$ cat src/rtl/esc_pkg.sv
package esc_pkg;
   typedef enum logic [1:0] {
      ST_IDLE = 2'd0,
      ST_SCAN = 2'd1,
      ST_REQ  = 2'd2,
      ST_WAIT = 2'd3
   } esc_state_e;

   typedef enum logic [2:0] {
      CA_NONE   = 3'd0,
      CA_NORMAL = 3'd1,
      CA_DELIM  = 3'd2,
      CA_OFFLIM = 3'd3,
      CA_BRANCH = 3'd4,
      CA_EVENT  = 3'd5
   } esc_cause_e;

   localparam logic [1:0] TAG_DATA = 2'b00;
   localparam logic [1:0] TAG_CTRL = 2'b01;
   localparam logic [1:0] TAG_ADDR = 2'b10;
   localparam logic [1:0] TAG_RSVD = 2'b11;

   // source slots, lowest index wins
   localparam int SRC_EVENT  = 0;
   localparam int SRC_OFFLIM = 1;
   localparam int SRC_BRANCH = 2;
   localparam int SRC_DELIM  = 3;
   localparam int SRC_NORMAL = 4;
   localparam int NUM_SRC    = 5;
   localparam int CAUSE_W    = 3;
endpackage

$ cat src/rtl/esc_prio.sv
module esc_prio #(
   parameter int N = 5
) (
   input  logic [N-1:0] req,
   output logic [N-1:0] grant
);
   logic [N:0] blocked;
   assign blocked[0] = 1'b0;

   for (genvar i = 0; i < N; i++) begin : g_chain
      assign grant[i]     = req[i] & ~blocked[i];
      assign blocked[i+1] = blocked[i] | req[i];
   end
endmodule

$ cat src/rtl/esc_state_regs.sv
module esc_state_regs #(
   parameter int DATA_W = 16,
   parameter int ADDR_W = 12
) (
   input  logic                clk,
   input  logic                rst_n,
   input  logic                ld_ctrl,
   input  logic [DATA_W-1:0]   ctrl_word,
   input  logic                ld_list,
   input  logic [ADDR_W-1:0]   list_word,
   output logic [DATA_W/4-1:0] pat_sel,
   output logic [DATA_W/4-1:0] pat_param,
   output logic [DATA_W/4-1:0] op_sel,
   output logic [DATA_W/4-1:0] res_state,
   output logic                list_mode,
   output logic [ADDR_W-1:0]   list_addr
);
   localparam int F = DATA_W / 4;

   always_ff @(posedge clk) begin
      if (!rst_n) begin
         pat_sel   <= '0;
         pat_param <= '0;
         op_sel    <= '0;
         res_state <= '0;
      end else if (ld_ctrl) begin
         res_state <= ctrl_word[4*F-1:3*F];
         pat_sel   <= ctrl_word[3*F-1:2*F];
         op_sel    <= ctrl_word[2*F-1:F];
         pat_param <= ctrl_word[F-1:0];
      end
   end

   always_ff @(posedge clk) begin
      if (!rst_n) begin
         list_mode <= 1'b0;
         list_addr <= '0;
      end else if (ld_list) begin
         list_mode <= 1'b1;
         list_addr <= list_word;
      end else if (ld_ctrl) begin
         list_mode <= 1'b0;
      end
   end
endmodule

$ cat src/rtl/resid_escape_unit.sv
module resid_escape_unit
   import esc_pkg::*;
#(
   parameter int DATA_W = 16,
   parameter int ADDR_W = 12
) (
   input  logic                clk,
   input  logic                rst_n,
   input  logic                scan_start,
   input  logic                word_valid,
   input  logic [1:0]          word_tag,
   input  logic [DATA_W-1:0]   word_data,
   input  logic                eos_flag,
   input  logic                off_limits,
   input  logic                branch_dec,
   input  logic                event_flag,
   output logic                rf_valid,
   input  logic                rf_ready,
   output logic [ADDR_W-1:0]   rf_addr,
   input  logic                rsp_valid,
   output logic                rsp_ready,
   input  logic [1:0]          rsp_tag,
   input  logic [DATA_W-1:0]   rsp_data,
   output logic                scan_active,
   output logic [DATA_W/4-1:0] pat_sel,
   output logic [DATA_W/4-1:0] pat_param,
   output logic [DATA_W/4-1:0] op_sel,
   output logic [DATA_W/4-1:0] res_state,
   output logic                list_mode,
   output logic [ADDR_W-1:0]   list_addr,
   output logic [2:0]          esc_cause
);
   localparam int F     = DATA_W / 4;
   localparam int PAD_W = ADDR_W - F - CAUSE_W;

   if (DATA_W % 4 != 0 || DATA_W < 8) begin : g_bad_data_w
      $error("DATA_W must be a multiple of 4 and at least 8");
   end
   if (PAD_W < 0) begin : g_bad_addr_w
      $error("ADDR_W too narrow for residual state plus cause");
   end
   if (ADDR_W > DATA_W) begin : g_bad_list_w
      $error("ADDR_W must not exceed DATA_W");
   end

   esc_state_e  state_q;
   esc_cause_e  cause_q, cause_d;
   logic        in_scan, dd_scan;
   logic [NUM_SRC-1:0] src, grant;
   logic        take_fetch, take_escape;
   logic        ld_ctrl, ld_list;
   logic [DATA_W-1:0] ctrl_word;
   logic [ADDR_W-1:0] list_word;

   assign in_scan = (state_q == ST_SCAN);
   assign dd_scan = pat_sel[F-1];

   // a data-dependent scan masks every exit except branch and off-limits
   always_comb begin
      src             = '0;
      src[SRC_EVENT]  = event_flag & ~dd_scan;
      src[SRC_OFFLIM] = off_limits;
      src[SRC_BRANCH] = branch_dec;
      src[SRC_DELIM]  = word_valid & (word_tag == TAG_CTRL) & ~dd_scan;
      src[SRC_NORMAL] = eos_flag & ~dd_scan;
      if (!in_scan) src = '0;
   end

   esc_prio #(.N(NUM_SRC)) u_prio (
      .req   (src),
      .grant (grant)
   );

   always_comb begin
      cause_d = CA_NONE;
      if      (grant[SRC_EVENT])  cause_d = CA_EVENT;
      else if (grant[SRC_OFFLIM]) cause_d = CA_OFFLIM;
      else if (grant[SRC_BRANCH]) cause_d = CA_BRANCH;
      else if (grant[SRC_DELIM])  cause_d = CA_DELIM;
      else if (grant[SRC_NORMAL]) cause_d = CA_NORMAL;
   end

   assign take_escape = |grant;
   assign take_fetch  = grant[SRC_EVENT] | grant[SRC_OFFLIM] | grant[SRC_BRANCH];

   always_ff @(posedge clk) begin
      if (!rst_n) begin
         state_q <= ST_IDLE;
         cause_q <= CA_NONE;
      end else begin
         unique case (state_q)
            ST_IDLE: if (scan_start) begin
               state_q <= ST_SCAN;
               cause_q <= CA_NONE;
            end
            ST_SCAN: if (take_escape) begin
               cause_q <= cause_d;
               state_q <= take_fetch ? ST_REQ : ST_IDLE;
            end
            ST_REQ:  if (rf_ready)  state_q <= ST_WAIT;
            ST_WAIT: if (rsp_valid) state_q <= ST_IDLE;
            default: state_q <= ST_IDLE;
         endcase
      end
   end

   // register update sources: stream in a scan, or the remote reply
   always_comb begin
      ld_ctrl   = 1'b0;
      ld_list   = 1'b0;
      ctrl_word = word_data;
      list_word = word_data[ADDR_W-1:0];
      if (in_scan) begin
         ld_ctrl = grant[SRC_DELIM];
         ld_list = word_valid & (word_tag == TAG_ADDR);
      end else if (state_q == ST_WAIT && rsp_valid) begin
         ctrl_word = rsp_data;
         list_word = rsp_data[ADDR_W-1:0];
         ld_ctrl   = (rsp_tag == TAG_CTRL);
         ld_list   = (rsp_tag == TAG_ADDR);
      end
   end

   esc_state_regs #(.DATA_W(DATA_W), .ADDR_W(ADDR_W)) u_regs (
      .clk       (clk),
      .rst_n     (rst_n),
      .ld_ctrl   (ld_ctrl),
      .ctrl_word (ctrl_word),
      .ld_list   (ld_list),
      .list_word (list_word),
      .pat_sel   (pat_sel),
      .pat_param (pat_param),
      .op_sel    (op_sel),
      .res_state (res_state),
      .list_mode (list_mode),
      .list_addr (list_addr)
   );

   assign scan_active = in_scan;
   assign rf_valid    = (state_q == ST_REQ);
   assign rsp_ready   = (state_q == ST_WAIT);
   assign esc_cause   = cause_q;

   if (PAD_W > 0) begin : g_pad
      assign rf_addr = {{PAD_W{1'b0}}, res_state, cause_q};
   end else begin : g_nopad
      assign rf_addr = {res_state, cause_q};
   end
endmodule

$ cat config.mk
export PLATFORM = sky130hd
export DESIGN_NAME = resid_escape_unit
export DESIGN_NICKNAME = d
export VERILOG_FILES = /design/src/rtl/esc_pkg.sv /design/src/rtl/esc_prio.sv /design/src/rtl/esc_state_regs.sv /design/src/rtl/resid_escape_unit.sv
export SDC_FILE = /design/constraint.sdc
export NUM_CORES = 1
export LEC_CHECK = 0
export BUFFER_PORTS_ARGS = -buffer_cell sky130_fd_sc_hd__buf_2
export CAP_MARGIN = 20
export CORE_MARGIN = 2
export CORE_UTILIZATION = 44
export CTS_CLUSTER_DIAMETER = 30
export DETAILED_ROUTE_END_ITERATION = 7
export GPL_ROUTABILITY_DRIVEN = 0
export HOLD_SLACK_MARGIN = 0.06
export PLACE_DENSITY = 0.79
export SETUP_SLACK_MARGIN = 0.02
export SLEW_MARGIN = 20
export SYNTH_ARGS = -nofsm -noshare
export SYNTH_HDL_FRONTEND = slang
export SYNTH_SLANG_ARGS = --single-unit
$ cat constraint.sdc
create_clock -name clk -period 2.3 [get_ports clk]
set_clock_uncertainty 0.15 [all_clocks]
set_input_delay 0 -clock clk [delete_from_list [all_inputs] [get_ports clk]]
set_output_delay 0 -clock clk [all_outputs]
set_load 0.1 [all_outputs]
==> impl_results.md, run 1 <==
- Outcome: complete, no violations
- Max Root-Sink Buffers: 2
- Synthesized area: ~1700 um2
- Die ar.: between 4000 and 5000 um2
- Die W: 66.55 um
- Initial core utilization: between 40% and 50%
- Mux cell area share after synthesis: 9.956%
- Pwr/cell area: between 600 and 700 nW/um2
- Die Height: about 67 um
- Filler Cells Inserted: 301
- Max Slew Vio Count: 0
- Post-synthesis register bit count: 34
- Leakage power total: 1.659 nW
- HPWL Detailed: 2.953 mm
- Worst Hold Class: input port to register
- Complex-gate fraction of the synthesized area: between 20% and 30%
- Routed wire length per instance: around 14 um
- PnR worst setup slack: between 150 and 200 ps
- Synth cell types: 37
- Psw: between 0.0005 and 0.0006 W
- Final setup vio count: 0
- Final hold vios: 0
- First-pass GRT wire length: approximately 7.4 mm
- Final Total Pwr: approximately 0.0016 W
- Non-Filler Instances: approximately 340
- Crit end category: register
- Min Tclk post-route: around 2100 ps
- H-tree levels: 2
- Pint: 0.001066 W
- Fmax: 0.4718 GHz
- CTS tree: yes
- Total GRT Usage: between 20 and 25%
- Routed WL: about 4.8 mm
- WP data arrival: about 2200 ps
- Area after DPL: 2125 um2
- Final worst-path cycle share: 92.15%
- Max-cap check violation count: 0
- Antenna cells: 0
- Ports: slightly above 90
- Clk Latency, worst-skew pair: around 290 ps
- Root Buffer Master: clkbuf_8
- Initial DRT Pass Iterations: 4
- Critical path class: register to register
- Adder-cell share of the synthesized area: 0%
- Crit-path leading delay family: buffers and inverters
- DRC: 0
- Part of the power in registers: 38.8%
- Crit-path max FO: 12
- Share of cells above drive strength 1: a little under two fifths
- Largest net degree at the start of global routing: 38
- Dominant combinational cell family by area after synthesis: compound AO/OA/AOI/OAI gates
- Buf/Inv on CP: 2
- Crit path launch type: register
- Unrepaired setup endpoints after global routing: false
- Post-Synth Simple-Gate Area: about an eighth
- Clock network power share: 34.0%
- Final ANT Viol Nets: 0
- Vias per cell: ~5.2
- Fin Setup TNS: 0 ps
- Sw Ratio: ~34%
- CP cell instances: nand3_2, buf_4, mux2i_1, dlygate4sd3_1, o21ai_0, o211a_1
- Final non-filler cell area: ~2600 um2
- Initial DRC count: between 60 and 70
- Place WS: ~390 ps
- Part of the power in combinational logic: 27.2%
- Critical Path RT: roughly 2300 ps
- Layout area overhead: 53.13%
- Synth Area in XOR/XNOR: 0%
- Cell Count Post-Placement: 294
- YS warnings: 0
- Post-synthesis instance total: 173
- Worst path max stage delay: ~610 ps
- CP max-delay cell: dlygate4sd3_1
- Most frequent cells in the layout: buf_2 (87), dlygate4sd3_1 (39), dfxtp_1 (31), o211a_1 (28), o21ai_0 (21)
- Max VDD drop: 0.3986 mV
- Clock slew at reported path FFs: around 70 ps
- Count of input and output buffers: a little under 90
- Least-Margin Pin Slew: roughly 630 ps
- FP Rows: 22
- Remaining Overflow, GRT: 0
- Vias post-DR: around 1800
- Vias in the first global route: between 1500 and 2000
- Core area: 3716 um2
- Most common cell after layout, fill and taps aside: buf_2
- Rel. slew slack: between 50% and 60%
- TritonCTS Buffers: 5
- Seq/Total Area, Yosys: 39.53%
- Antenna violations before repair: 0
- Syn Area/Cell: 9.952 um2
- Nets: around 340
- Clock sink count: 34
[Yosys cell counts]
library cell / number / area share, %
conb_1: 1 / 0.22
nor4b_4: 1 / 1.4
buf_4: 12 / 5.2
nor3b_4: 1 / 1.1
dfxtp_1: 34 / 40
buf_8: 1 / 0.87
o21a_1: 1 / 0.44
clkbuf_2: 1 / 0.29
nand4bb_1: 1 / 0.65
o32ai_4: 1 / 1.6
a31oi_1: 2 / 0.73
clkbuf_1: 4 / 0.87
nand3b_1: 1 / 0.44
o2bb2ai_1: 1 / 0.51
nand2b_2: 1 / 0.51
nand3_1: 3 / 0.87
o21ai_0: 21 / 6.1
buf_1: 1 / 0.22
mux2_2: 1 / 0.65
inv_1: 3 / 0.65
buf_6: 2 / 1.3
or2_1: 1 / 0.36
nand2_1: 14 / 3.1
mux2i_1: 16 / 9.3
and2_1: 1 / 0.36
nand2b_1: 2 / 0.73
buf_2: 3 / 0.87
a21boi_0: 1 / 0.44
o211a_1: 28 / 16
and2b_1: 1 / 0.44
nor2_1: 5 / 1.1
a21oi_1: 1 / 0.29
o21ai_1: 1 / 0.29
or3_1: 1 / 0.36
or2_2: 1 / 0.36
a32o_1: 2 / 1.2
o21bai_1: 1 / 0.44
[layer usage]
layer  vias to the layer above  wire length, um  GRT usage, %
li1                        855                -             -
met1                       816             1900         25.16
met2                        81             2492         40.00
met3                        11              347         6.757
met4                         0               91         8.418
met5                         -                0             0
[per-stage QoR]
stage	hold WS, ps	util [%]
after floorplan	15.76	-
after global placement	171.6	57.17
after detailed placement	173.2	57.17
after CTS	61.75	70.74
after global routing	82.29	70.94
final	65.70	70.94
[state kept, by name, indices dropped and copies added, names as in the netlist, named ones only]
register and flops:
u_regs.list_addr 12, u_regs.pat_param 4, u_regs.list_mode 1, esc_cause 3, state_q 1, u_regs.res_state 4, u_regs.pat_sel 4, u_regs.op_sel 4
[what timing repair did]
item / CTS / global route
setup endpoints to repair: 0 / 16
hold buffers: 39 / 0
hold endpoints to repair: 33 / 0
gates resized for setup: 0 / 3
setup buffers: 0 / 0
[power by group through the flow]
stage	Combinational [W]	Clock (W)	Sequential (W)
3_5_place_dp	0.000379	0	0.000638
2_1_floorplan	0.000202	0	0.000746
6_report	0.000440	0.000550	0.000627
4_1_cts	0.000434	0.000561	0.000625
3_3_place_gp	0.000377	0	0.000638
5_1_grt	0.000461	0.000591	0.000630
[worst register-to-register path, delay by kind of cell (launching register included)]
kind	cells	cell delay (ps)
AO/OA/AOI/OAI	2	210
buffers and inverters	2	880
AND/OR/NAND/NOR	1	160
multiplexers	1	260
flip-flops	1	370
[cell type report]
class                      instances  area, um2  share of cell area (%)
sequential                        34      684.4                   25.96
tap                               48      60.06                   2.278
multi-input combinational        116      883.3                   33.51
clock inverter                     3      45.04                   1.709
inverter                           3      11.26                  0.4271
clock buffer                       5      68.82                   2.610
timing repair buffer             132      883.3                   33.51
[worst paths after layout]
check             slack, ps              from                   end  cells past startpoint
setup / recovery        180        state_q[0]   u_regs.pat_param[2]                      6
hold / removal           70        rsp_tag[0]  u_regs.list_addr[11]                      4
setup reg to reg        180        state_q[0]   u_regs.pat_param[2]                      6
hold reg to reg         310  u_regs.list_mode      u_regs.list_mode                      2
[kinds of logic (layout without fill, tap and decap cells)]
family	after synthesis	count (layout)
flip-flops	34	34
other	1	5
buffers and inverters	27	143
AO/OA/AOI/OAI	60	60
AND/OR/NAND/NOR	34	34
multiplexers	17	17
Power figures use the tool's default switching activity.
==> run 2, diff against run 1 <==
- PLACE_DENSITY: 0.79 -> 0.77
==> run 2 against run 1 <==
Combinational power about the same. Die area unchanged. Critical path type unchanged. Highest routed layer unchanged. Flip-flop and latch count did not move.
==> impl_results.md, run 2 (synthesis gave the netlist of run 1 again) <==
- Outcome: complete, no violations (unchanged)
- CP max-delay cell: dlygate4sd3_1 (unchanged)
- Nets: 344 (was 338)
- Die ar.: 4429 um2 (unchanged)
- Initial core utilization: 46.33% (unchanged)
- Routed WL: 4.826 mm (was 4.832 mm)
- Reg with most FFs: u_regs.list_addr (unchanged)
- Die Height: 66.55 um (unchanged)
- Leakage power total: 1.714 nW (was 1.659 nW)
- Vias in the first global route: 1670 (was 1657)
- Crit end category: register (unchanged)
- Critical Path RT: 2330 ps (about the same)
- Clock sink count: 34 (unchanged)
- FP Rows: 22 (unchanged)
- Reg-to-reg startpoint: u_regs.pat_sel[3] (was state_q[0])
- Hold depth: 5 (was 4)
- Critical path class: register to register (unchanged)
- Hold Path Origin: scan_start (was rsp_tag[0])
- Max-cap check violation count: 0 (unchanged)
- Initial DRT Pass Iterations: 4 (unchanged)
- Antenna violations before repair: 0 (unchanged)
- Final hold vios: 0 (unchanged)
- Initial DRC count: 34 (was 69)
- Hold Path End: esc_cause[1] (was u_regs.list_addr[11])
- Worst path max stage delay: 550 ps (was 610 ps)
- Max FFs per register: 12 (unchanged)
- DRC: 0 (unchanged)
- Most common cell after layout, fill and taps aside: buf_2 (unchanged)
- Routed wire length per instance: 13.91 um (was 14.17 um)
- Vias per cell: 5.046 (was 5.170)
- Share of cells above drive strength 1: 39.46% (was 37.88%)
- Total GRT Usage: 22.89% (was 22.53%)
- Core area: 3716 um2 (unchanged)
- First-pass GRT wire length: 7.576 mm (was 7.431 mm)
- Root Buffer Master: clkbuf_8 (unchanged)
- Unrepaired setup endpoints after global routing: false (unchanged)
- Clock slew at reported path FFs: 70 ps (about the same)
- Fmax: 0.4631 GHz (was 0.4718 GHz)
- Min Tclk post-route: 2159 ps (was 2119 ps)
- Count of input and output buffers: 87 (unchanged)
- Largest net degree at the start of global routing: 28 (was 38)
- Worst r2r path cells: 6 (unchanged)
- Final setup vio count: 0 (unchanged)
- Antenna cells: 0 (unchanged)
- Crit-path max FO: 6 (was 12)
- H-tree levels: 2 (unchanged)
- Final worst-path cycle share: 93.89% (was 92.15%)
- CTS tree: yes (unchanged)
- R2R setup slack: 140 ps (was 180 ps)
- Die W: 66.55 um (unchanged)
- WP data arrival: 2190 ps (was 2150 ps)
- Max Slew Vio Count: 0 (unchanged)
- CP cell instances: nand4bb_2, nor4b_4, buf_6, o21ai_0, o211a_1, dlygate4sd3_1 (was nand3_2, buf_4, mux2i_1, dlygate4sd3_1, o21ai_0, o211a_1)
- R2r endpoint: u_regs.res_state[1] (was u_regs.pat_param[2])
- Final ANT Viol Nets: 0 (unchanged)
- Max VDD drop: 0.3414 mV (was 0.3986 mV)
- Pwr/cell area: 643.6 nW/um2 (was 613.2 nW/um2)
- Clk Latency, worst-skew pair: 290 ps (about the same)
- Layout area overhead: 58.21% (was 53.13%)
- Ports: 93 (unchanged)
- Max Root-Sink Buffers: 2 (unchanged)
- Fin Setup TNS: 0 ps (unchanged)
- Final Total Pwr: 0.001753 W (was 0.001616 W)
- TritonCTS Buffers: 5 (unchanged)
- HPWL Detailed: 2.991 mm (was 2.953 mm)
- Remaining Overflow, GRT: 0 (unchanged)
- Crit path launch type: register (unchanged)
- Worst Hold Class: input port to register (unchanged)
- Most frequent cells in the layout: buf_2 (87), dlygate4sd3_1 (40), dfxtp_1 (31), o211a_1 (28), o21ai_0 (21) (was buf_2 (87), dlygate4sd3_1 (39), dfxtp_1 (31), o211a_1 (28), o21ai_0 (21))
- Vias post-DR: 1751 (was 1763)
## run 2: changes by cell type in the layout (fill, tap and decap cells not counted)
cell and change:
or2_4 +1, buf_4 +4, clkbuf_8 +1, nand4bb_1 -1, clkinvlp_4 -2, buf_6 +1
or2_1 -1, nand4bb_2 +1, bufinv_16 +1, dlygate4sd3_1 +1
## run 2: final cells by class
| class | count | area (um2) |
|---|---|---|
| Sequential cell | 34 | 684.4 |
| Tap cell | 48 | 60.06 |
| Clock inverter | 2 | 60.06 |
| Clock buffer | 6 | 82.58 |
| Multi-Input combinational cell | 116 | 890.9 |
| Timing Repair Buffer | 138 | 934.6 |
| Inverter | 3 | 11.26 |
| Fill cell | 281 | 992.2 |
## run 2: power breakdown
group          internal, W  switching, W  leakage, nW
sequential        0.000609     0.0000176        0.276
combinational     0.000137      0.000303         1.37
clock             0.000462      0.000224       0.0714
## run 2: critical path, delay by kind of cell, from the launching register on
family | cells | cell delay (ps)
AND/OR/NAND/NOR | 2 | 650
flip-flops | 1 | 350
AO/OA/AOI/OAI | 2 | 190
buffers and inverters | 2 | 710
## run 2: metrics by stage
step	hold WS, ps	cell area (um2)	utilization (%)	setup slack, ps	std cells
floorplan	15.76	1738	-	328.2	177
global placement	162.2	2132	57.37	428.3	295
detailed placement	174.0	2132	57.37	404.4	295
CTS	109.6	2675	71.99	38.90	343
global route	155.8	2724	73.30	67.14	347
finish	106.9	2724	73.30	140.5	347
## run 2: worst max-delay path by stage
| stage | startpoint | endpoint | slack [ps] | cells after the start |
|---|---|---|---|---|
| detailed placement | u_regs.pat_sel[3] | u_regs.pat_sel[2] | 400 | 5 |
| CTS | state_q[0] | u_regs.op_sel[1] | 40 | 6 |
| global placement | u_regs.pat_sel[3] | u_regs.pat_sel[0] | 430 | 5 |
| finish | u_regs.pat_sel[3] | u_regs.res_state[1] | 140 | 6 |
| global route | rsp_valid | u_regs.pat_sel[0] | 70 | 8 |
| floorplan | u_regs.pat_sel[3] | u_regs.res_state[3] | 330 | 6 |
## run 2: timing repair
item	CTS	global route
endpoints found under the hold margin	34	0
buffers inserted	0	4
gates resized for setup	0	6
endpoints found under the setup margin	0	12
hold buffers	40	0
## run 2: metal layers
metal	routed length (um)	share of wire, %	global-route usage [%]	vias to the layer above
met5	0	0	0	-
met4	87	1.8	9.184	0
met1	1977	41	25.81	799
li1	-	-	-	869
met3	355	7.4	6.250	9
met2	2405	50	40.50	74
==> run 3, diff against run 2 <==
- CORE_ASPECT_RATIO: unset -> 0.75
==> run 3 against run 2 <==
Maximum frequency is 3.4% higher. Sequential power hardly changed. Largest cell class is now multi-input combinational cells. Routed wire length is 0.83% lower. Register-to-register slack better by 70 ps. Non-clock buffer count is 6 lower. Design area is 4.2% lower. Global-route usage is 1.0 points lower. Cell count is 0.58% lower. Combinational power hardly changed. Critical path depth stayed put. First-iteration DRC count is 2.9% lower. Sequential share of layout area is 1.1 points higher.
==> impl_results.md, run 3 (synthesis gave the netlist of run 1 again) <==
- Non-Filler Instances: 345 (was 347)
- Clock slew at reported path FFs: 70 ps (about the same)
- Root Buffer Master: clkbuf_8 (unchanged)
- Filler Cells Inserted: 303 (was 281)
- Antenna violations before repair: 0 (unchanged)
- DRC: 0 (unchanged)
- Final setup vio count: 0 (unchanged)
- First-pass GRT wire length: 7.638 mm (was 7.576 mm)
- Clk Latency, worst-skew pair: 290 ps (about the same)
- Routed WL: 4.786 mm (was 4.826 mm)
- Count of input and output buffers: 87 (unchanged)
- Total GRT Usage: 21.88% (was 22.89%)
- Final ANT Viol Nets: 0 (unchanged)
- Worst Hold Class: input port to register (unchanged)
- Routed wire length per instance: 13.87 um (was 13.91 um)
- Most common cell after layout, fill and taps aside: buf_2 (unchanged)
- HPWL Detailed: 2.975 mm (was 2.991 mm)
- Pwr/cell area: 587.5 nW/um2 (was 643.6 nW/um2)
- Max Slew Vio Count: 0 (unchanged)
- Die ar.: 4434 um2 (was 4429 um2)
- FP Rows: 19 (was 22)
- Reg with most FFs: u_regs.list_addr (unchanged)
- Vias per cell: 5.125 (was 5.046)
- Max VDD drop: 0.4069 mV (was 0.3414 mV)
- CTS tree: yes (unchanged)
- Vias post-DR: 1768 (was 1751)
- Critical path class: register to register (unchanged)
- Fmax: 0.4789 GHz (was 0.4631 GHz)
- H-tree levels: 2 (unchanged)
- Initial DRC count: 33 (was 34)
- Leakage power total: 1.653 nW (was 1.714 nW)
- Antenna cells: 0 (unchanged)
- Die Height: 58.17 um (was 66.55 um)
- Layout area overhead: 51.60% (was 58.21%)
- Unrepaired setup endpoints after global routing: false (unchanged)
- Outcome: complete, no violations (unchanged)
- Hold Worst Slack: 103.6 ps (was 106.9 ps)
- Most frequent cells in the layout: buf_2 (87), dlygate4sd3_1 (39), dfxtp_1 (31), o211a_1 (28), o21ai_0 (21) (was buf_2 (87), dlygate4sd3_1 (40), dfxtp_1 (31), o211a_1 (28), o21ai_0 (21))
- Nets: 338 (was 344)
- Final hold vios: 0 (unchanged)
- Rel. slew slack: a little under three fifths
- Critical Path RT: 2340 ps (was 2330 ps)
- Setup Fix Bufs, Post-CTS: 0 (unchanged)
- Core area: 3709 um2 (was 3716 um2)
- Crit end category: register (unchanged)
- Remaining Overflow, GRT: 0 (unchanged)
- Least-Margin Pin Slew: about 660 ps
- Initial DRT Pass Iterations: 4 (unchanged)
- Crit-path max FO: 9 (was 6)
- Largest net degree at the start of global routing: 38 (was 28)
- Die W: 76.23 um (was 66.55 um)
- Final worst-path cycle share: 90.80% (was 93.89%)
- Clock sink count: 34 (unchanged)
- Ports: 93 (unchanged)
- Max Root-Sink Buffers: 2 (unchanged)
- Vias in the first global route: 1674 (was 1670)
- Crit path launch type: register (unchanged)
- Fin Setup TNS: 0 ps (unchanged)
- Share of cells above drive strength 1: 37.88% (was 39.46%)
- Cell Count Post-Placement: 298 (was 295)
- Max FFs per register: 12 (unchanged)
- Min Tclk post-route: 2088 ps (was 2159 ps)
- WP data arrival: 2120 ps (was 2190 ps)
- Max-cap check violation count: 0 (unchanged)
- TritonCTS Buffers: 5 (unchanged)
- Initial core utilization: 46.42% (was 46.33%)
run 3: per-layer routing:
metal	up-vias	global-route usage, %	wire [um]	share of wire, %
met2	76	38.31	2225	46
li1	854	-	-	-
met1	827	24.83	2064	43
met4	0	7.273	95	2.0
met5	-	0	0	0
met3	11	8.723	401	8.4
run 3: worst paths after layout:
path	depth (start not counted)	slack (ps)	endpoint	from
max	6	210	u_regs.pat_param[2]	state_q[0]
min	3	100	u_regs.list_mode	rst_n
max reg2reg	6	210	u_regs.pat_param[2]	state_q[0]
min reg2reg	2	310	u_regs.list_mode	u_regs.list_mode
run 3: power by group:
group          switching, W  internal, W
logic              0.000304     0.000135
registers         0.0000172     0.000609
clock network      0.000228     0.000241
run 3: per-stage QoR:
| step | util, % | setup WS [ps] | instance area (um2) | total power (W) |
|---|---|---|---|---|
| CTS | 70.18 | 62.93 | 2603 | 0.001537 |
| detailed placement | 57.08 | 424.8 | 2117 | 0.001016 |
| global placement | 57.08 | 476.8 | 2117 | 0.001014 |
| finish | 70.38 | 211.7 | 2610 | 0.001533 |
| floorplan | - | 328.2 | 1738 | 0.0009482 |
| global route | 70.38 | 91.29 | 2610 | 0.001589 |
run 3: area by class of cell:
type / instances / area, um2 / share of cell area, %
Multi-Input combinational cell: 116 / 883.3 / 33.84
Inverter: 3 / 11.26 / 0.4314
Clock buffer: 6 / 82.58 / 3.164
Clock inverter: 2 / 12.51 / 0.4794
Tap cell: 52 / 65.06 / 2.493
Sequential cell: 34 / 684.4 / 26.22
Timing Repair Buffer: 132 / 870.8 / 33.37
run 3: repair_timing:
item | CTS | global route
hold endpoints to repair | 33 | 0
hold buffers | 39 | 0
endpoints found under the setup margin | 0 | 26
gates resized for setup | 0 | 3
run 3: critical path, cell delays in order, from the launching register on:
cell and delay, ps:
dfxtp_2 410, nand3_2 180, buf_4 250, mux2i_1 170, dlygate4sd3_1 600, o21ai_0 100
o211a_1 130
